--- src/rtl/acc_cpu.sv ---
module acc_cpu #(
  parameter int W   = 16,
  parameter int OPW = 4,
  parameter int AW  = W - OPW - 1
) (
  input  logic          clk,
  input  logic          rst,
  output logic [AW-1:0] mem_addr,
  output logic [W-1:0]  mem_wdata,
  input  logic [W-1:0]  mem_rdata,
  output logic          mem_we,
  output logic          halted
);
  localparam logic [OPW-1:0] OP_HALT  = 4'h0;
  localparam logic [OPW-1:0] OP_LOAD  = 4'h1;
  localparam logic [OPW-1:0] OP_ADD   = 4'h2;
  localparam logic [OPW-1:0] OP_STORE = 4'h3;
  localparam logic [OPW-1:0] OP_JUMP  = 4'h4;

  typedef enum logic [3:0] {
    S_FA, S_FW, S_FM, S_FI, S_DEC,
    S_PW, S_PM, S_PA,
    S_OW, S_OM, S_OT,
    S_EX, S_WB, S_HLT
  } state_t;

  state_t          st;
  logic [AW-1:0]   pc, mar;
  logic [W-1:0]    mbr, ir, tmp, acc, alu;

  logic [OPW-1:0]  op;
  logic            ind;
  logic            uses_data;

  assign op        = ir[W-1 -: OPW];
  assign ind       = ir[AW];
  assign uses_data = (op == OP_LOAD) || (op == OP_ADD);

  assign mem_addr  = mar;
  assign mem_wdata = acc;
  assign mem_we    = (st == S_WB) && (op == OP_STORE);
  assign halted    = (st == S_HLT);

  always_ff @(posedge clk) begin
    if (rst) begin
      st  <= S_FA;
      pc  <= '0;
      mar <= '0;
      mbr <= '0;
      ir  <= '0;
      tmp <= '0;
      acc <= '0;
      alu <= '0;
    end else begin
      case (st)
        S_FA: begin
          mar <= pc;
          st  <= S_FW;
        end
        S_FW: st <= S_FM;
        S_FM: begin
          mbr <= mem_rdata;
          pc  <= pc + 1'b1;
          st  <= S_FI;
        end
        S_FI: begin
          ir <= mbr;
          st <= S_DEC;
        end
        S_DEC: begin
          case (op)
            OP_HALT: st <= S_HLT;
            OP_LOAD, OP_ADD, OP_STORE, OP_JUMP: begin
              mar <= ir[AW-1:0];
              if (ind)            st <= S_PW;
              else if (uses_data) st <= S_OW;
              else                st <= S_EX;
            end
            default: st <= S_FA;
          endcase
        end
        S_PW: st <= S_PM;
        S_PM: begin
          mbr <= mem_rdata;
          st  <= S_PA;
        end
        S_PA: begin
          mar <= mbr[AW-1:0];
          st  <= uses_data ? S_OW : S_EX;
        end
        S_OW: st <= S_OM;
        S_OM: begin
          mbr <= mem_rdata;
          st  <= S_OT;
        end
        S_OT: begin
          tmp <= mbr;
          st  <= S_EX;
        end
        S_EX: begin
          alu <= (op == OP_ADD) ? acc + tmp : tmp;
          st  <= S_WB;
        end
        S_WB: begin
          if (uses_data)      acc <= alu;
          if (op == OP_JUMP)  pc  <= mar;
          st <= S_FA;
        end
        S_HLT: st <= S_HLT;
        default: st <= S_FA;
      endcase
    end
  end
endmodule


--- config.mk ---
export PLATFORM = sky130hd
export DESIGN_NAME = acc_cpu
export DESIGN_NICKNAME = d
export VERILOG_FILES = /design/src/rtl/acc_cpu.sv
export SDC_FILE = /design/constraint.sdc
export NUM_CORES = 1
export LEC_CHECK = 0
export CAP_MARGIN = 20
export CORE_MARGIN = 2
export CORE_UTILIZATION = 55
export DETAILED_ROUTE_END_ITERATION = 12
export GPL_TIMING_DRIVEN = 0
export PLACE_DENSITY = 0.84
export SLEW_MARGIN = 20
export SYNTH_ARGS = -nofsm -noshare
export SYNTH_HDL_FRONTEND = slang
export SYNTH_SLANG_ARGS = --single-unit
export TNS_END_PERCENT = 100
--- constraint.sdc ---
create_clock -name clk -period 5 [get_ports clk]
set_clock_uncertainty 0.2 [all_clocks]
set_input_delay 1 -clock clk [delete_from_list [all_inputs] [get_ports clk]]
set_output_delay 1 -clock clk [all_outputs]
set_load 0.02 [all_outputs]
-- Word-level counts from Yosys, hierarchy flattened
Index checks and enable logic that the tools add are counted.
- register bits: 106
- input bits: 18
- output and inout bits: 29
- $add $sub $neg: 2
- equal/unequal tests: 19
- multiplexer cells: 9
- reduce and logical (&&, ||, !) cells: 11
- operators with widths (operator ; number):
    4-bit one-hot mux with 13 select lines ; 1
    11-bit one-hot mux with 3 select lines ; 1
    4-bit == test (second input constant) ; 6
    11-bit 2-to-1 mux ; 2
    11-bit one-hot mux with 2 select lines ; 1
    4-bit by 3-bit == test with 1-bit output (second input constant) ; 5
    16-bit adder ; 1
    4-bit by 2-bit == test with 1-bit output (second input constant) ; 4
    16-bit 2-to-1 mux ; 1
    11-bit by 1-bit adder with 11-bit output (second input constant) ; 1
    4-bit by 1-bit == test with 1-bit output (second input constant) ; 2
    4-bit logical NOT ; 2
    4-bit one-hot mux with 2 select lines ; 1
    2-bit AND reduction ; 3
    4-bit 2-to-1 mux ; 1
    4-bit OR reduction ; 1
    3-bit nonzero test ; 1
    3-bit OR reduction ; 1
    2-bit 2-to-1 mux ; 1
    2-bit by 1-bit inequality test with 1-bit output (second input constant) ; 1
    2-bit inequality test (second input constant) ; 1
    2-bit nonzero test ; 1
    1-bit logical AND ; 1
    1-bit logical OR ; 1

-- Depth between registers and ports, before layout
- depth in word-level cells: 6
- depth in mapped cells: 9

-- Worst setup path after synthesis
OpenSTA, ideal clock, no wires.
- kind: register -> output
- start point: register st[0]
- end point: output port mem_we
- data arrival time: 1659 ps
- data required time: 3800 ps
- setup slack: 2141 ps
- stages on the path, launching flop included: 6
- path through: dfxtp_1 > buf_2 > nor2_1 > nand2_1 > buf_2 > nor4_1
- longest elaborated chain between the ends: 2
- RTL lines (what ; line ; source):
    from (decl) ; 27 ; state_t st;
    from (signal assigned) ; 89 ; st <= uses_data ? S_OW : S_EX;
    4-bit == test ; 41 ; assign mem_we = (st == S_WB) && (op == OP_STORE);
    1-bit logical AND ; 41 ;
    to (decl) ; 11 ; output logic mem_we,
No other way between the ends.

-- Worst setup path after layout
Ends and elaborated chain as after synthesis.

==> metrics.txt <==
final hold violations 0; Setup TNS 0 ps; largest net degree at the start of global routing 17; DRC Markers 0; Yosys cell types 62; post-synth top area cell dfxtp_1; crit path max-delay cell type clkdlybuf4s50_1; Iter 0 DRT Violations roughly 300; post-DP HPWL ~11 mm; FF-to-FF Start tmp[0]$_SDFFE_PP0P_; Worst Path Buf+Inv 3; WHS 262.8 ps; first-pass GRT wire length 24.36 mm; most used flip-flop cell after synthesis dfxtp_1; CTS Sinks roughly 110; final WL between 15 and 20 mm; fin crit period ~3900 ps; synth cell count leaders nand2_1, dfxtp_1, nor2_1; syn nets 709; Avg WL per Cell 17.29 µm; CTS Root Cell clkbuf_8; internal power approximately 1.5 mW; Rows 36; clock share of power around 25%; Crit path max-delay family buffers and inverters; CTS buffer count 9; Die Y a little over 100 µm; Crit path arrival time 2660 ps; area grow syn2layout 15.32%; share of Yosys cell area claimed by the top area cell type 38.90%; worst path cell trace buf_2 -> nor2_1 -> nand2_1 -> buf_2 -> nor4_1 -> clkdlybuf4s50_1; Worst setup endpoint mem_we; reg2reg path depth 9; CTS tree done; Sw Ratio 35.35%; Syn Area/Cell just over 8 µm²; worst-path fanout max 10; number of buffers added on ports between 40 and 50; Ports between 40 and 50; critical path launch point st[0]$_SDFF_PP0_; Post-DRT Antenna Nets 0; worst endpoint required time roughly 3800 ps; ranking of synthesized cells by area dfxtp_1, mux2i_1, nand2_1, a21oi_1, nor2_1; sequential share of power 42.8%; Vias per Instance 6.136; core area between 0.009 and 0.01 mm²; Leakage 2.443 nW; Switch Pwr 0.8270 mW; Syn Inst Count 674; worst hold path class flip-flop to flip-flop; Achievable Freq roughly 260 MHz; unrepaired setup endpoints after global routing no; Slew Limit Fails 0; vias 5326; drt pass-1 iters 6; die area 0.01073 mm²; worst slew pin tran 727.3 ps; Max VDD drop 0.0002974 V; critical path capture point type output port; most numerous cell in the Yosys netlist nand2_1; delay of the slowest critical-path stage 680 ps; CTS clk-pin slew, worst paths around 100 ps; post-CTS setup buffers 0; CP Class flip-flop to output port; period utilization between 70 and 80%; register-to-register setup slack 2240 ps; clock buffer depth 2; cts hold-fix bufs 0; worst skew pair latency 390 ps; flops & latches, synth 106; Slew HR 51.51%; crit-path most repeated cell buf_2; Nets 765; layout cells sized above 1 5.986%; post-cts sizing count 0; Syn. warnings 0; GPL Wtd Cong 0.9320; initial antenna violation count 0; WP depth 6; Worst setup SP type flip-flop; Post-synth ARST share 0%; vias in the first global route about 5000; Diodes inserted 0; PwrDens 371.8 mW/mm²; share of power burned in combinational logic 31.9%; H-tree levels 3; max-cap check violation count 0; total grt overflow 0; Syn Std Cell Area 0.005455 mm²; Seq/Total Area, Yosys 38.90%; Post-synth EDFFs 0; Starting Density 56.33%; total track usage between 20% and 30%; die width 103.6 µm; Worst R2R End alu[12]$_SDFFE_PP0P_; status finished, final reports clean; setup violators final 0
## final cells by class
type                    count  area, µm²
fillers                   806       3393
clock buffers              11      141.4
plain buffers              42      205.2
well taps                 133      166.4
inverters                   8      30.03
clock inverters             5      77.57
multi-input cells         518       3098
repair buffers             45      450.4
flip-flops and latches    106       2122
## worst register-to-register path, cell delays in order (launching register included)
cell and delay, ps:
dfxtp_1 390, ha_1 210, inv_1 70, fa_1 390, and2b_1 250, o2111ai_1 190
a21oi_1 410, o41ai_1 140, xor2_1 160, o41ai_1 260
## registers in the layout, summed over array words and instances, names as in the netlist
signal	count
alu	16
mbr	16
pc	11
tmp	16
st	4
mem_addr	11
mem_wdata	16
ir	16
## stage by stage
step | cell area, µm² | power, mW | util, % | std cells | setup WS, ps
after floorplan | 5455 | 1.538 | - | 674 | 2141
after global placement | 6072 | 1.725 | 62.70 | 852 | 1609
after detailed placement | 6072 | 1.745 | 62.70 | 852 | 1604
after CTS | 6291 | 2.324 | 64.96 | 868 | 1149
after global routing | 6291 | 2.431 | 64.96 | 868 | 1009
final | 6291 | 2.339 | 64.96 | 868 | 1141
## kinds of logic (layout without fill, tap and decap cells)
logic type / Yosys count / in the layout / share of synthesized area, %
AO/OA/AOI/OAI: 192 / 192 / 21.65
XOR/XNOR: 9 / 9 / 1.445
adder cells (fa/ha/maj): 17 / 17 / 4.037
buffers and inverters: 50 / 111 / 4.312
flip-flops: 106 / 106 / 38.90
multiplexers: 45 / 45 / 8.486
AND/OR/NAND/NOR: 255 / 255 / 21.17
## layer usage
| layer | part of all wire [%] | track usage, % | routed length, µm | up-vias |
|---|---|---|---|---|
| li1 | - | - | - | 2529 |
| met1 | 41 | 33.89 | 6212 | 2499 |
| met5 | 0 | 0 | 0 | - |
| met3 | 6.8 | 5.223 | 1020 | 41 |
| met2 | 49 | 48.63 | 7427 | 257 |
| met4 | 2.3 | 11.49 | 346 | 0 |
## placed cells by master, fill, tap and decap left out, drive strengths merged, types with 3 or more instances in the layout
cell / instances
nand2: 112
clkbuf: 36
inv: 8
a211o: 3
a22o: 3
xor2: 3
a31oi: 12
o41ai: 3
clkdlybuf4s50: 45
a22oi: 4
o21a: 3
xnor2: 6
nand3: 10
ha: 16
dfxtp: 106
o22ai: 25
a211oi: 9
nor2: 80
nor2b: 5
nand4: 7
mux2i: 44
and3: 7
a21o: 4
or3: 5
a21oi: 72
buf: 17
nand2b: 6
nor3: 9
o21ai: 35
nor4b: 3
a311oi: 3
## power groups by stage
stage	registers (mW)	clock network, mW	logic (mW)
floorplan	1.01	0	0.530
global placement	1.01	0	0.712
detailed placement	1.02	0	0.730
CTS	0.997	0.593	0.734
global route	1.01	0.625	0.800
finish	1.00	0.592	0.747
## worst min-delay path by stage
stage | depth (start not counted) | slack [ps] | startpoint | to
after floorplan | 2 | 220 | alu[14]$_SDFFE_PP0P_ | alu[14]$_SDFFE_PP0P_
after global routing | 2 | 300 | ir[3]$_SDFFE_PP0P_ | ir[3]$_SDFFE_PP0P_
final | 2 | 260 | alu[1]$_SDFFE_PP0P_ | alu[1]$_SDFFE_PP0P_
after detailed placement | 2 | 250 | alu[14]$_SDFFE_PP0P_ | alu[14]$_SDFFE_PP0P_
after global placement | 2 | 240 | alu[14]$_SDFFE_PP0P_ | alu[14]$_SDFFE_PP0P_
after CTS | 2 | 260 | alu[1]$_SDFFE_PP0P_ | alu[1]$_SDFFE_PP0P_
(Power assumes the default switching activity.)
